--- config.mk ---
export PLATFORM = sky130hd
export DESIGN_NAME = pcm_voice_port
export DESIGN_NICKNAME = d
export VERILOG_FILES = /design/src/rtl/pcm_port_pkg.sv /design/src/rtl/pcm_g711_compress.sv /design/src/rtl/pcm_g711_expand.sv /design/src/rtl/pcm_port_ctrl.sv /design/src/rtl/pcm_port_datapath.sv /design/src/rtl/pcm_voice_port.sv
export SDC_FILE = /design/constraint.sdc
export NUM_CORES = 1
export LEC_CHECK = 0
export ABC_AREA = 1
export ABC_CLOCK_PERIOD_IN_PS = 8450
export BUFFER_PORTS_ARGS = -buffer_cell sky130_fd_sc_hd__buf_4
export CAP_MARGIN = 40
export CORE_UTILIZATION = 30
export CTS_CLUSTER_DIAMETER = 150
export CTS_CLUSTER_SIZE = 28
export DETAILED_ROUTE_END_ITERATION = 10
export SYNTH_ARGS = -nofsm -noshare
export SYNTH_HDL_FRONTEND = slang
export SYNTH_SLANG_ARGS = --single-unit
--- constraint.sdc ---
create_clock -name clk -period 8.45 [get_ports clk]
set_input_delay 0.4225 -clock clk [delete_from_list [all_inputs] [get_ports clk]]
set_output_delay 0.4225 -clock clk [all_outputs]
set_load 0.05 [all_outputs]
--- src/rtl/pcm_port_pkg.sv ---
package pcm_port_pkg;
  localparam int LIN_W  = 14;
  localparam int WORD_W = 16;
  localparam int CODE_W = 8;

  typedef enum logic [1:0] {
    FMT_ALAW  = 2'b00,
    FMT_MULAW = 2'b01,
    FMT_LIN   = 2'b10,
    FMT_LINX  = 2'b11
  } fmt_e;

  typedef struct packed {
    logic loadFrame;
    logic shiftBit;
    logic lastBit;
  } ctrlStrobe_t;
endpackage

--- src/rtl/pcm_g711_compress.sv ---
module pcm_g711_compress
  import pcm_port_pkg::*;
(
  input  logic [LIN_W-1:0]  linIn,
  input  logic              useMu,
  output logic [CODE_W-1:0] codeOut
);
  localparam logic [LIN_W:0]   MU_CLIP = 15'd8159;
  localparam logic [LIN_W-1:0] MU_BIAS = 14'd33;

  logic             muNeg;
  logic [LIN_W:0]   muMag;
  logic [LIN_W-1:0] muClip;
  logic [LIN_W-1:0] muBiased;
  logic [3:0]       muTop;
  logic [2:0]       muSeg;
  logic [LIN_W-1:0] muShifted;
  logic [7:0]       muRaw;
  logic [7:0]       muCode;

  logic             aNeg;
  logic [11:0]      aMag;
  logic [3:0]       aTop;
  logic [2:0]       aSeg;
  logic [3:0]       aShift;
  logic [11:0]      aShifted;
  logic [7:0]       aCode;

  // mu-law: clip, bias, segment search, invert
  always_comb begin
    muNeg  = linIn[LIN_W-1];
    muMag  = muNeg ? (15'd0 - {linIn[LIN_W-1], linIn}) : {1'b0, linIn};
    muClip = (muMag > MU_CLIP) ? MU_CLIP[LIN_W-1:0] : muMag[LIN_W-1:0];
    muBiased = muClip + MU_BIAS;
    muTop = 4'd5;
    for (int i = 6; i < LIN_W; i++) begin
      if (muBiased[i]) muTop = 4'(i);
    end
    muSeg     = 3'(muTop - 4'd5);
    muShifted = muBiased >> (muTop - 4'd4);
    muRaw     = (muTop == 4'd13) ? 8'h7F : {1'b0, muSeg, muShifted[3:0]};
    muCode    = muRaw ^ (muNeg ? 8'h7F : 8'hFF);
  end

  // A-law: 13-bit value, one's complement magnitude, alternate-bit mask
  always_comb begin
    aNeg = linIn[LIN_W-1];
    aMag = aNeg ? ~linIn[12:1] : linIn[12:1];
    aTop = 4'd4;
    for (int i = 5; i < 12; i++) begin
      if (aMag[i]) aTop = 4'(i);
    end
    aSeg     = 3'(aTop - 4'd4);
    aShift   = (aTop == 4'd4) ? 4'd1 : (aTop - 4'd4);
    aShifted = aMag >> aShift;
    aCode    = {1'b0, aSeg, aShifted[3:0]} ^ (aNeg ? 8'h55 : 8'hD5);
  end

  assign codeOut = useMu ? muCode : aCode;
endmodule

--- src/rtl/pcm_g711_expand.sv ---
module pcm_g711_expand
  import pcm_port_pkg::*;
(
  input  logic [CODE_W-1:0] codeIn,
  input  logic              useMu,
  output logic [LIN_W-1:0]  linOut
);
  logic [7:0]       muU;
  logic [6:0]       muBase;
  logic [LIN_W-1:0] muScaled;
  logic [LIN_W-1:0] muMagX;
  logic [LIN_W-1:0] muLin;

  logic [7:0]       aV;
  logic [7:0]       aBase;
  logic [15:0]      aT;
  logic [LIN_W-1:0] aMagX;
  logic [LIN_W-1:0] aLin;

  always_comb begin
    muU      = ~codeIn;
    muBase   = {2'b00, muU[3:0], 1'b0} + 7'd33;
    muScaled = 14'(muBase) << muU[6:4];
    muMagX   = muScaled - 14'd33;
    muLin    = muU[7] ? (14'd0 - muMagX) : muMagX;
  end

  always_comb begin
    aV    = codeIn ^ 8'h55;
    aBase = {aV[3:0], 4'b0000};
    if (aV[6:4] == 3'd0) aT = 16'(aBase) + 16'd8;
    else                 aT = (16'(aBase) + 16'd264) << (aV[6:4] - 3'd1);
    aMagX = aT[15:2];
    aLin  = aV[7] ? aMagX : (14'd0 - aMagX);
  end

  assign linOut = useMu ? muLin : aLin;
endmodule

--- src/rtl/pcm_port_ctrl.sv ---
module pcm_port_ctrl
  import pcm_port_pkg::*;
#(
  parameter int WORD_BITS = WORD_W,
  parameter int CODE_BITS = CODE_W
) (
  input  logic        clk,
  input  logic        rst_n,
  input  logic        fs,
  input  logic        alignFs,
  input  logic [1:0]  fmtSel,
  output ctrlStrobe_t strobe,
  output logic [1:0]  fmtQ,
  output logic        active,
  output logic        frameErr
);
  localparam int CNT_W = $clog2(WORD_BITS);
  localparam logic [CNT_W-1:0] LAST_LIN  = CNT_W'(WORD_BITS - 1);
  localparam logic [CNT_W-1:0] LAST_CODE = CNT_W'(CODE_BITS - 1);

  logic             fsPrev;
  logic             fsRiseD;
  logic             alignD;
  logic [CNT_W-1:0] bitCnt;
  logic             fsRise;
  logic             start;
  logic             lastBit;
  logic [CNT_W-1:0] lastIdx;

  assign fsRise  = fs & ~fsPrev;
  assign start   = (fsRise & alignFs) | (fsRiseD & ~alignD);
  assign lastIdx = fmtQ[1] ? LAST_LIN : LAST_CODE;
  assign lastBit = active && (bitCnt == lastIdx);

  assign strobe.loadFrame = start;
  assign strobe.shiftBit  = active;
  assign strobe.lastBit   = lastBit;

  always_ff @(posedge clk) begin
    if (!rst_n) begin
      fsPrev   <= 1'b0;
      fsRiseD  <= 1'b0;
      alignD   <= 1'b1;
      active   <= 1'b0;
      bitCnt   <= '0;
      fmtQ     <= FMT_ALAW;
      frameErr <= 1'b0;
    end else begin
      fsPrev  <= fs;
      fsRiseD <= fsRise;
      if (fsRise) alignD <= alignFs;
      if (start) begin
        active <= 1'b1;
        bitCnt <= '0;
        fmtQ   <= fmtSel;
        if (active && !lastBit) frameErr <= 1'b1;
      end else if (active) begin
        if (lastBit) active <= 1'b0;
        else         bitCnt <= bitCnt + 1'b1;
      end
    end
  end
endmodule

--- src/rtl/pcm_port_datapath.sv ---
module pcm_port_datapath
  import pcm_port_pkg::*;
#(
  parameter int WORD_BITS = WORD_W,
  parameter int CODE_BITS = CODE_W,
  parameter int LIN_BITS  = LIN_W
) (
  input  logic                clk,
  input  logic                rst_n,
  input  ctrlStrobe_t         strobe,
  input  logic [1:0]          fmtSel,
  input  logic [1:0]          fmtQ,
  input  logic [LIN_BITS-1:0] txSample,
  input  logic                dr,
  output logic                txMsb,
  output logic [LIN_BITS-1:0] rxSample,
  output logic                rxValid
);
  localparam int EXT_W = WORD_BITS - LIN_BITS;
  localparam int PAD_W = WORD_BITS - CODE_BITS;

  logic [WORD_BITS-1:0] txShift;
  logic [WORD_BITS-1:0] rxShift;
  logic [WORD_BITS-1:0] txWord;
  logic [WORD_BITS-1:0] rxNext;
  logic [CODE_BITS-1:0] txCode;
  logic [LIN_BITS-1:0]  rxExpanded;
  logic [LIN_BITS-1:0]  rxLin;

  pcm_g711_compress u_comp (
    .linIn  (txSample),
    .useMu  (fmtSel == FMT_MULAW),
    .codeOut(txCode)
  );

  assign rxNext = {rxShift[WORD_BITS-2:0], dr};

  pcm_g711_expand u_exp (
    .codeIn(rxNext[CODE_BITS-1:0]),
    .useMu (fmtQ == FMT_MULAW),
    .linOut(rxExpanded)
  );

  assign txWord = fmtSel[1] ? {{EXT_W{txSample[LIN_BITS-1]}}, txSample}
                            : {txCode, {PAD_W{1'b0}}};
  assign rxLin  = fmtQ[1] ? rxNext[LIN_BITS-1:0] : rxExpanded;
  assign txMsb  = txShift[WORD_BITS-1];

  always_ff @(posedge clk) begin
    if (!rst_n) begin
      txShift  <= '0;
      rxShift  <= '0;
      rxSample <= '0;
      rxValid  <= 1'b0;
    end else begin
      if (strobe.loadFrame)     txShift <= txWord;
      else if (strobe.shiftBit) txShift <= txShift << 1;
      if (strobe.shiftBit) rxShift <= rxNext;
      rxValid <= strobe.lastBit;
      if (strobe.lastBit) rxSample <= rxLin;
    end
  end
endmodule

--- src/rtl/pcm_voice_port.sv ---
module pcm_voice_port
  import pcm_port_pkg::*;
(
  input  logic              clk,
  input  logic              rst_n,
  input  logic              fs,
  input  logic [1:0]        fmtSel,
  input  logic              alignFs,
  input  logic [LIN_W-1:0]  txSample,
  input  logic              dr,
  output logic              dx,
  output logic              dxOe,
  output logic [LIN_W-1:0]  rxSample,
  output logic              rxValid,
  output logic              frameErr
);
  ctrlStrobe_t strobe;
  logic [1:0]  fmtQ;
  logic        active;
  logic        txMsb;

  pcm_port_ctrl #(.WORD_BITS(WORD_W), .CODE_BITS(CODE_W)) u_ctrl (
    .clk     (clk),
    .rst_n   (rst_n),
    .fs      (fs),
    .alignFs (alignFs),
    .fmtSel  (fmtSel),
    .strobe  (strobe),
    .fmtQ    (fmtQ),
    .active  (active),
    .frameErr(frameErr)
  );

  pcm_port_datapath #(.WORD_BITS(WORD_W), .CODE_BITS(CODE_W), .LIN_BITS(LIN_W)) u_dp (
    .clk     (clk),
    .rst_n   (rst_n),
    .strobe  (strobe),
    .fmtSel  (fmtSel),
    .fmtQ    (fmtQ),
    .txSample(txSample),
    .dr      (dr),
    .txMsb   (txMsb),
    .rxSample(rxSample),
    .rxValid (rxValid)
  );

  assign dxOe = active;
  assign dx   = active & txMsb;
endmodule

# --- Word level (Yosys, flattened, before mapping) ---
# Index checks and enable logic that the tools add are counted.
totals:
  regBits: 55
  inputBits: 21
  output_inout_bits: 18
  elab_cells: 91
classes:
  add_sub_neg: 13
  n_lt_le_gt_ge: 1
  eq_ne: 5
  shift: 4
  mux: 35
  bitwise_logic: 14
  n_reduce_logical: 8
ops:
  columns: ["cell", "n"]
  rows:
  - ["14-bit two-way mux", 5]
  - ["16-bit two-way mux", 4]
  - ["4-bit two-way mux", 15]
  - ["1-bit by 14-bit subtractor with 14-bit output, first input constant", 2]
  - ["8-bit two-way mux", 3]
  - ["10-bit by 3-bit << shifter with 16-bit output", 1]
  - ["7-bit by 8-bit bitwise XOR with 8-bit output", 2]
  - ["15-bit by 13-bit > comparator with 1-bit output, second input constant", 1]
  - ["15-bit two-way mux", 1]
  - ["1-bit by 14-bit subtractor with 15-bit output, first input constant", 1]
  - ["14-bit by 6-bit adder with 14-bit output, second input constant", 1]
  - ["7-bit by 3-bit << shifter with 14-bit output", 1]
  - ["14-bit by 4-bit >> shifter with 4-bit output", 1]
  - ["14-bit by 6-bit subtractor with 14-bit output, second input constant", 1]
  - ["12-bit two-way mux", 1]
  - ["12-bit inverter", 1]
  - ["12-bit by 4-bit >> shifter with 4-bit output", 1]
  - ["8-bit by 9-bit adder with 10-bit output, second input constant", 1]
  - ["8-bit by 4-bit adder with 9-bit output, second input constant", 1]
  - ["8-bit inverter", 1]
  - ["4-bit by 3-bit subtractor with 4-bit output, second input constant", 2]
  - ["5-bit by 6-bit adder with 7-bit output, second input constant", 1]
  - ["7-bit two-way mux", 1]
  - ["4-bit by 1-bit adder with 4-bit output, second input constant", 1]
  - ["18 further kinds", 30]

# --- Logic depth before layout (Yosys ltp) ---
depth:
  depth_word: 20
  mapped_depth: 36
  mapped_depth_nobuf: 36

# --- Modules after synthesis ---
# From an unflattened synthesis, not the netlist that was laid out.
hier_totals:
  cells_unflattened: 1021
  hier_area_um2: 6027.0
modules_own_cells:
  columns: ["mod", "n_inst", "cells_each", "area_per_inst_um2", "seq_area_each_um2"]
  rows:
  - ["pcm_port_datapath", 1, 263, 1926.8, 880.8]
  - ["pcm_g711_compress", 1, 374, 1899.3, 0.0]
  - ["pcm_g711_expand", 1, 313, 1670.4, 0.0]
  - ["pcm_port_ctrl", 1, 69, 523.0, 220.2]
  - ["pcm_voice_port", 1, 2, 7.5, 0.0]

# --- Worst setup path after synthesis ---
# Ideal clock, no wire load.
synth_timing:
  path_type: "input-to-reg"
  startpoint: "input port txSample[0]"
  endpoint: "register u_dp.txShift[10]"
  setup_ns: 0.132
  arrival_time_ns: 3.717
  t_required_ns: 8.318
  setup_slack_ns: 4.601
  cell_stages: 31
  n_path_buf: 0
  path_cell_list: "inv_2 -> ha_1 -> nand3_2 -> nor2_2 -> nand2_1 -> nand3_1 -> nand2_2 -> nand2_2 -> nor2_4 -> nand2_4 -> nand2_8 -> nor2_1 -> inv_1 -> ha_1 -> nand3_1 -> nand2_1 -> nand3_2 -> clkinv_1 -> nand2_1 -> nand2_1 -> nand2_1 -> nor3_2 -> nor2_2 -> inv_1 -> ha_1 -> nor3_1 -> a21oi_1 -> nand2_1 -> nand2_1 -> nand2_1 -> a21oi_2"
synth_between:
  elab_chain_cells: 20
  word_cells_on_any_way: 21
  cone_classes: "3 x add/sub; 1 x order compare; 1 x eq/ne; 1 x shift; 14 x mux; 1 x bitwise"
synth_rtl:
  columns: ["item", "line", "rtl"]
  rows:
  - ["from (decl)", "pcm_voice_port.sv:9", "input logic [LIN_W-1:0] txSample,"]
  - ["1-bit by 14-bit subtractor with 15-bit output", "pcm_g711_compress.sv:32", "muMag = muNeg ? (15'd0 - {linIn[LIN_W-1], linIn}) : {1'b0, linIn};"]
  - ["15-bit two-way mux *", "pcm_g711_compress.sv:32", null]
  - ["15-bit by 13-bit > comparator with 1-bit output", "pcm_g711_compress.sv:33", "muClip = (muMag > MU_CLIP) ? MU_CLIP[LIN_W-1:0] : muMag[LIN_W-1:0];"]
  - ["14-bit two-way mux *", "pcm_g711_compress.sv:33", null]
  - ["14-bit by 6-bit adder with 14-bit output *", "pcm_g711_compress.sv:34", "muBiased = muClip + MU_BIAS;"]
  - ["2-bit two-way mux", "pcm_g711_compress.sv:37", "if (muBiased[i]) muTop = 4'(i);"]
  - ["4-bit two-way mux (7 in series)", "pcm_g711_compress.sv:37", null]
  - ["4-bit by 3-bit subtractor with 4-bit output", "pcm_g711_compress.sv:40", "muShifted = muBiased >> (muTop - 4'd4);"]
  - ["14-bit by 4-bit >> shifter with 4-bit output", "pcm_g711_compress.sv:40", null]
  - ["7-bit two-way mux *", "pcm_g711_compress.sv:41", "muRaw = (muTop == 4'd13) ? 8'h7F : {1'b0, muSeg, muShifted[3:0]};"]
  - ["7-bit by 8-bit bitwise XOR with 8-bit output *", "pcm_g711_compress.sv:42", "muCode = muRaw ^ (muNeg ? 8'h7F : 8'hFF);"]
  - ["8-bit two-way mux *", "pcm_g711_compress.sv:59", "assign codeOut = useMu ? muCode : aCode;"]
  - ["16-bit two-way mux *", "pcm_port_datapath.sv:44", "assign txWord = fmtSel[1] ? {{EXT_W{txSample[LIN_BITS-1]}}, txSample}"]
  - ["16-bit two-way mux *", "pcm_port_datapath.sv:56", "if (strobe.loadFrame) txShift <= txWord;"]
  - ["to (signal assigned)", "pcm_port_datapath.sv:56", null]
  - ["to (signal assigned)", "pcm_port_datapath.sv:57", "else if (strobe.shiftBit) txShift <= txShift << 1;"]
  - ["to (decl)", "pcm_port_datapath.sv:22", "logic [WORD_BITS-1:0] txShift;"]
# Every way passes the cells marked *; elsewhere a longest branch is shown, timed or not.
# A chain may end at the register's enable or synchronous reset.

# --- Worst setup path in the final report ---
# Ends and elaborated chain as after synthesis.

==> flow_metrics.tcl <==
set metrics [dict create \
    p_clk_frac 0.257 \
    grt_pass1_vias 5243 \
    setup_slack_ns 4.27 \
    fill_cells 1934 \
    worstPathArrival_ns 4.36 \
    combPwrFrac 0.413 \
    cts-root-buf "clkbuf_16" \
    slew_viol_final 0 \
    syn_area_sq_um 5370 \
    postRouteWirelength_mm 15.3 \
    p_sw_mw 0.372 \
    outcome "finished clean" \
    cts_setup_buffers 0 \
    hold_depth 3 \
    die_w_um 136 \
    grt_usage 0.171 \
    max_cap_viol_count 0 \
    clock_sinks 55 \
    netSwitchingFraction 0.422 \
    fin_skew_ns 0.0140 \
    p_int_mw 0.510 \
    dpl.cell_count 1131 \
    leakage_nw 2.77 \
    period_share 0.494 \
    slew_headroom 0.578 \
    yosys-top-cells-area "dfxtp_1 20%, nand2_1 14%, o21ai_0 9.2%" \
    placed_cell_area_sq_um 5830 \
    grt_pass1_wl_mm 25.4 \
    cts_buffer_depth 2 \
    yosys_warnings 0 \
    ys_seq_area_frac 0.205 \
    num_vias 5769 \
    drive_above_1_share 0.116 \
    core-area_sq_um 17400 \
    synth_commonest_cells "206 x nand2_1, 99 x o21ai_0, 97 x inv_1, 80 x nor2_1, 74 x nand3_1" \
    syn_area_per_cell_sq_um 6.00 \
    dp_hpwl_mm 11.7 \
    drcViolationCount 0 \
    dpl_worst_slack_ns 4.02 \
    max_stage_delay_ns 0.39 \
    synthFlopType "dfxtp_1" \
    min_path_type "input pin to register" \
    dieArea_sq_um 18500 \
    critPathMaxFanout 10 \
    ir_drop_mv 0.0873 \
    htree_levels 2 \
    syn-num-nets 933 \
    fmax_ghz 0.239 \
    post_cts_resized 0 \
    diodes 0 \
    synth_cell_types 52 \
    cp.required_ns 8.63 \
    hold-worst-slack_ns 0.319 \
    portBuffers 38 \
    drt-initial-drc-count 347 \
    fin_util 0.343 \
    grt_max_degree 39 \
    finalSetupTns_ns 0 \
    initial_core_util 0.309 \
    finalWeightedCongestion 0.955 \
    p_per_area_nw_per_um2 147 \
    hold_violations 0 \
    cts-hold-fix-buffers 0 \
    dieHeight_um 136 \
    yosysMostFrequentCell "nand2_1" \
    layout.nets 951 \
    async_reset_ff_frac 0 \
    r2r_cells 18 \
    fin_crit_ns 4.18 \
    synth_edf_count 0 \
    crit_slowest_cell "ha_1" \
    endpoint_kind "register" \
    rsz0062_at_grt "no" \
    grt-ovfl-total 0 \
    clock_latency_ns 0.32 \
    seq_power_share 0.330 \
    clk_pin_slew_ns 0.08 \
    power.total_mw 0.882 \
    synth_top_area_frac 0.205 \
    numCtsBuffers 5 \
    synth_seq_cells 55 \
    finalNonFillerCells 1139 \
    dr.pass1.iters 5 \
    design_area_sq_um 5980 \
    netlist.top_cell.by_area "dfxtp_1" \
    worstSetupStartpointType "input pin" \
    syn_inst 895 \
    syn2layout_area_growth_pct 11.3 \
    routedWlPerCell_um 13.4 \
    antenna_found_initial 0 \
    cts_tree "built" \
    path_common_cell "nand2_1" \
    drtAntennaViolNets 0 \
    row_count 48 \
    io_pins 39 \
    vias_per_cell 5.06 \
    worstSetupPathType "input pin to register" \
    final-setup-viol-count 0 \
    worst_pin_slew_ns 0.632 \
]
-- worst max-delay path, delay by kind of cell --
kind / cells / cell delay (ns)
adders and majority gates: 3 / 0.83
buffers and inverters: 5 / 0.53
and+or+nand+nor: 22 / 2.40
AOI/OAI and AO/OA: 2 / 0.16
-- per-layer routing --
metal,track usage,share of wire,up-vias
met5,0,0,-
met4,0.0431,0.016,0
met3,0.0250,0.041,14
met2,0.286,0.45,124
met1,0.228,0.49,2630
li1,-,-,3001
-- cells in the final DEF (no fill, tap or decap), types with 2 or more instances in the layout --
master	count
o21a_1	2
o21ai_1	6
nand3b_1	2
o211ai_1	20
nor2_1	80
dfxtp_1	55
nor2_4	3
inv_4	3
o221ai_1	4
nor2_2	6
a21oi_1	69
nand4_1	7
a22oi_1	3
inv_1	97
clkinv_1	5
or2_2	3
xnor2_1	13
a211oi_1	2
a31oi_1	4
nand2_2	13
nor3b_1	3
o21ai_0	99
o22ai_1	4
a21oi_2	2
nand3_1	74
xor2_1	15
nand2_4	3
inv_2	11
nor3_1	8
clkbuf_16	5
nand3_2	5
ha_1	17
buf_4	40
o31ai_1	5
nand2_1	206
nand2_8	3
-- power groups by stage --
stage	logic, mW	registers [mW]	clock network [mW]
final	0.364	0.291	0.227
after global routing	0.414	0.293	0.242
after CTS	0.361	0.291	0.234
after detailed placement	0.359	0.297	0
after global placement	0.360	0.296	0
after floorplan	0.283	0.290	0
-- layout make-up --
cell class,instances,area (sq um),area share
timing repair buffer,40,300,0.0502
tap,225,282,0.0471
clock buffer,5,125,0.0209
inverter,116,443,0.0741
multi-input combinational,695,3700,0.619
clock inverter,3,27.5,0.00460
sequential,55,1100,0.184
-- worst paths after layout --
check                                from                             end  slack (ns)
min reg2reg      u_ctrl.fsPrev$_SDFF_PN0_       u_ctrl.fsRiseD$_SDFF_PN0_        0.41
max reg2reg  u_dp.rxShift[3]$_SDFFE_PN0P_  u_dp.rxSample[12]$_SDFFE_PN0P_        4.59
min                                    fs        u_ctrl.fsPrev$_SDFF_PN0_        0.32
max                           txSample[0]   u_dp.txShift[10]$_SDFFE_PN0P_        4.27
-- logic make-up after synthesis --
logic type / after synthesis / synth area share
and+or+nand+nor: 421 / 0.361
AOI/OAI and AO/OA: 228 / 0.241
buffers and inverters: 145 / 0.106
DFF: 55 / 0.205
xor gates and xnor gates: 28 / 0.0456
adders and majority gates: 17 / 0.0396
muxes: 1 / 0.00186
-- flip-flops by register name, summed over array words and instances, names as in the netlist, 2 cells and up --
register,cells
u_dp.txShift,16
u_dp.rxSample,14
u_dp.rxShift,13
u_ctrl.bitCnt,4
u_ctrl.fmtQ,2
(Power assumes the default switching activity.)
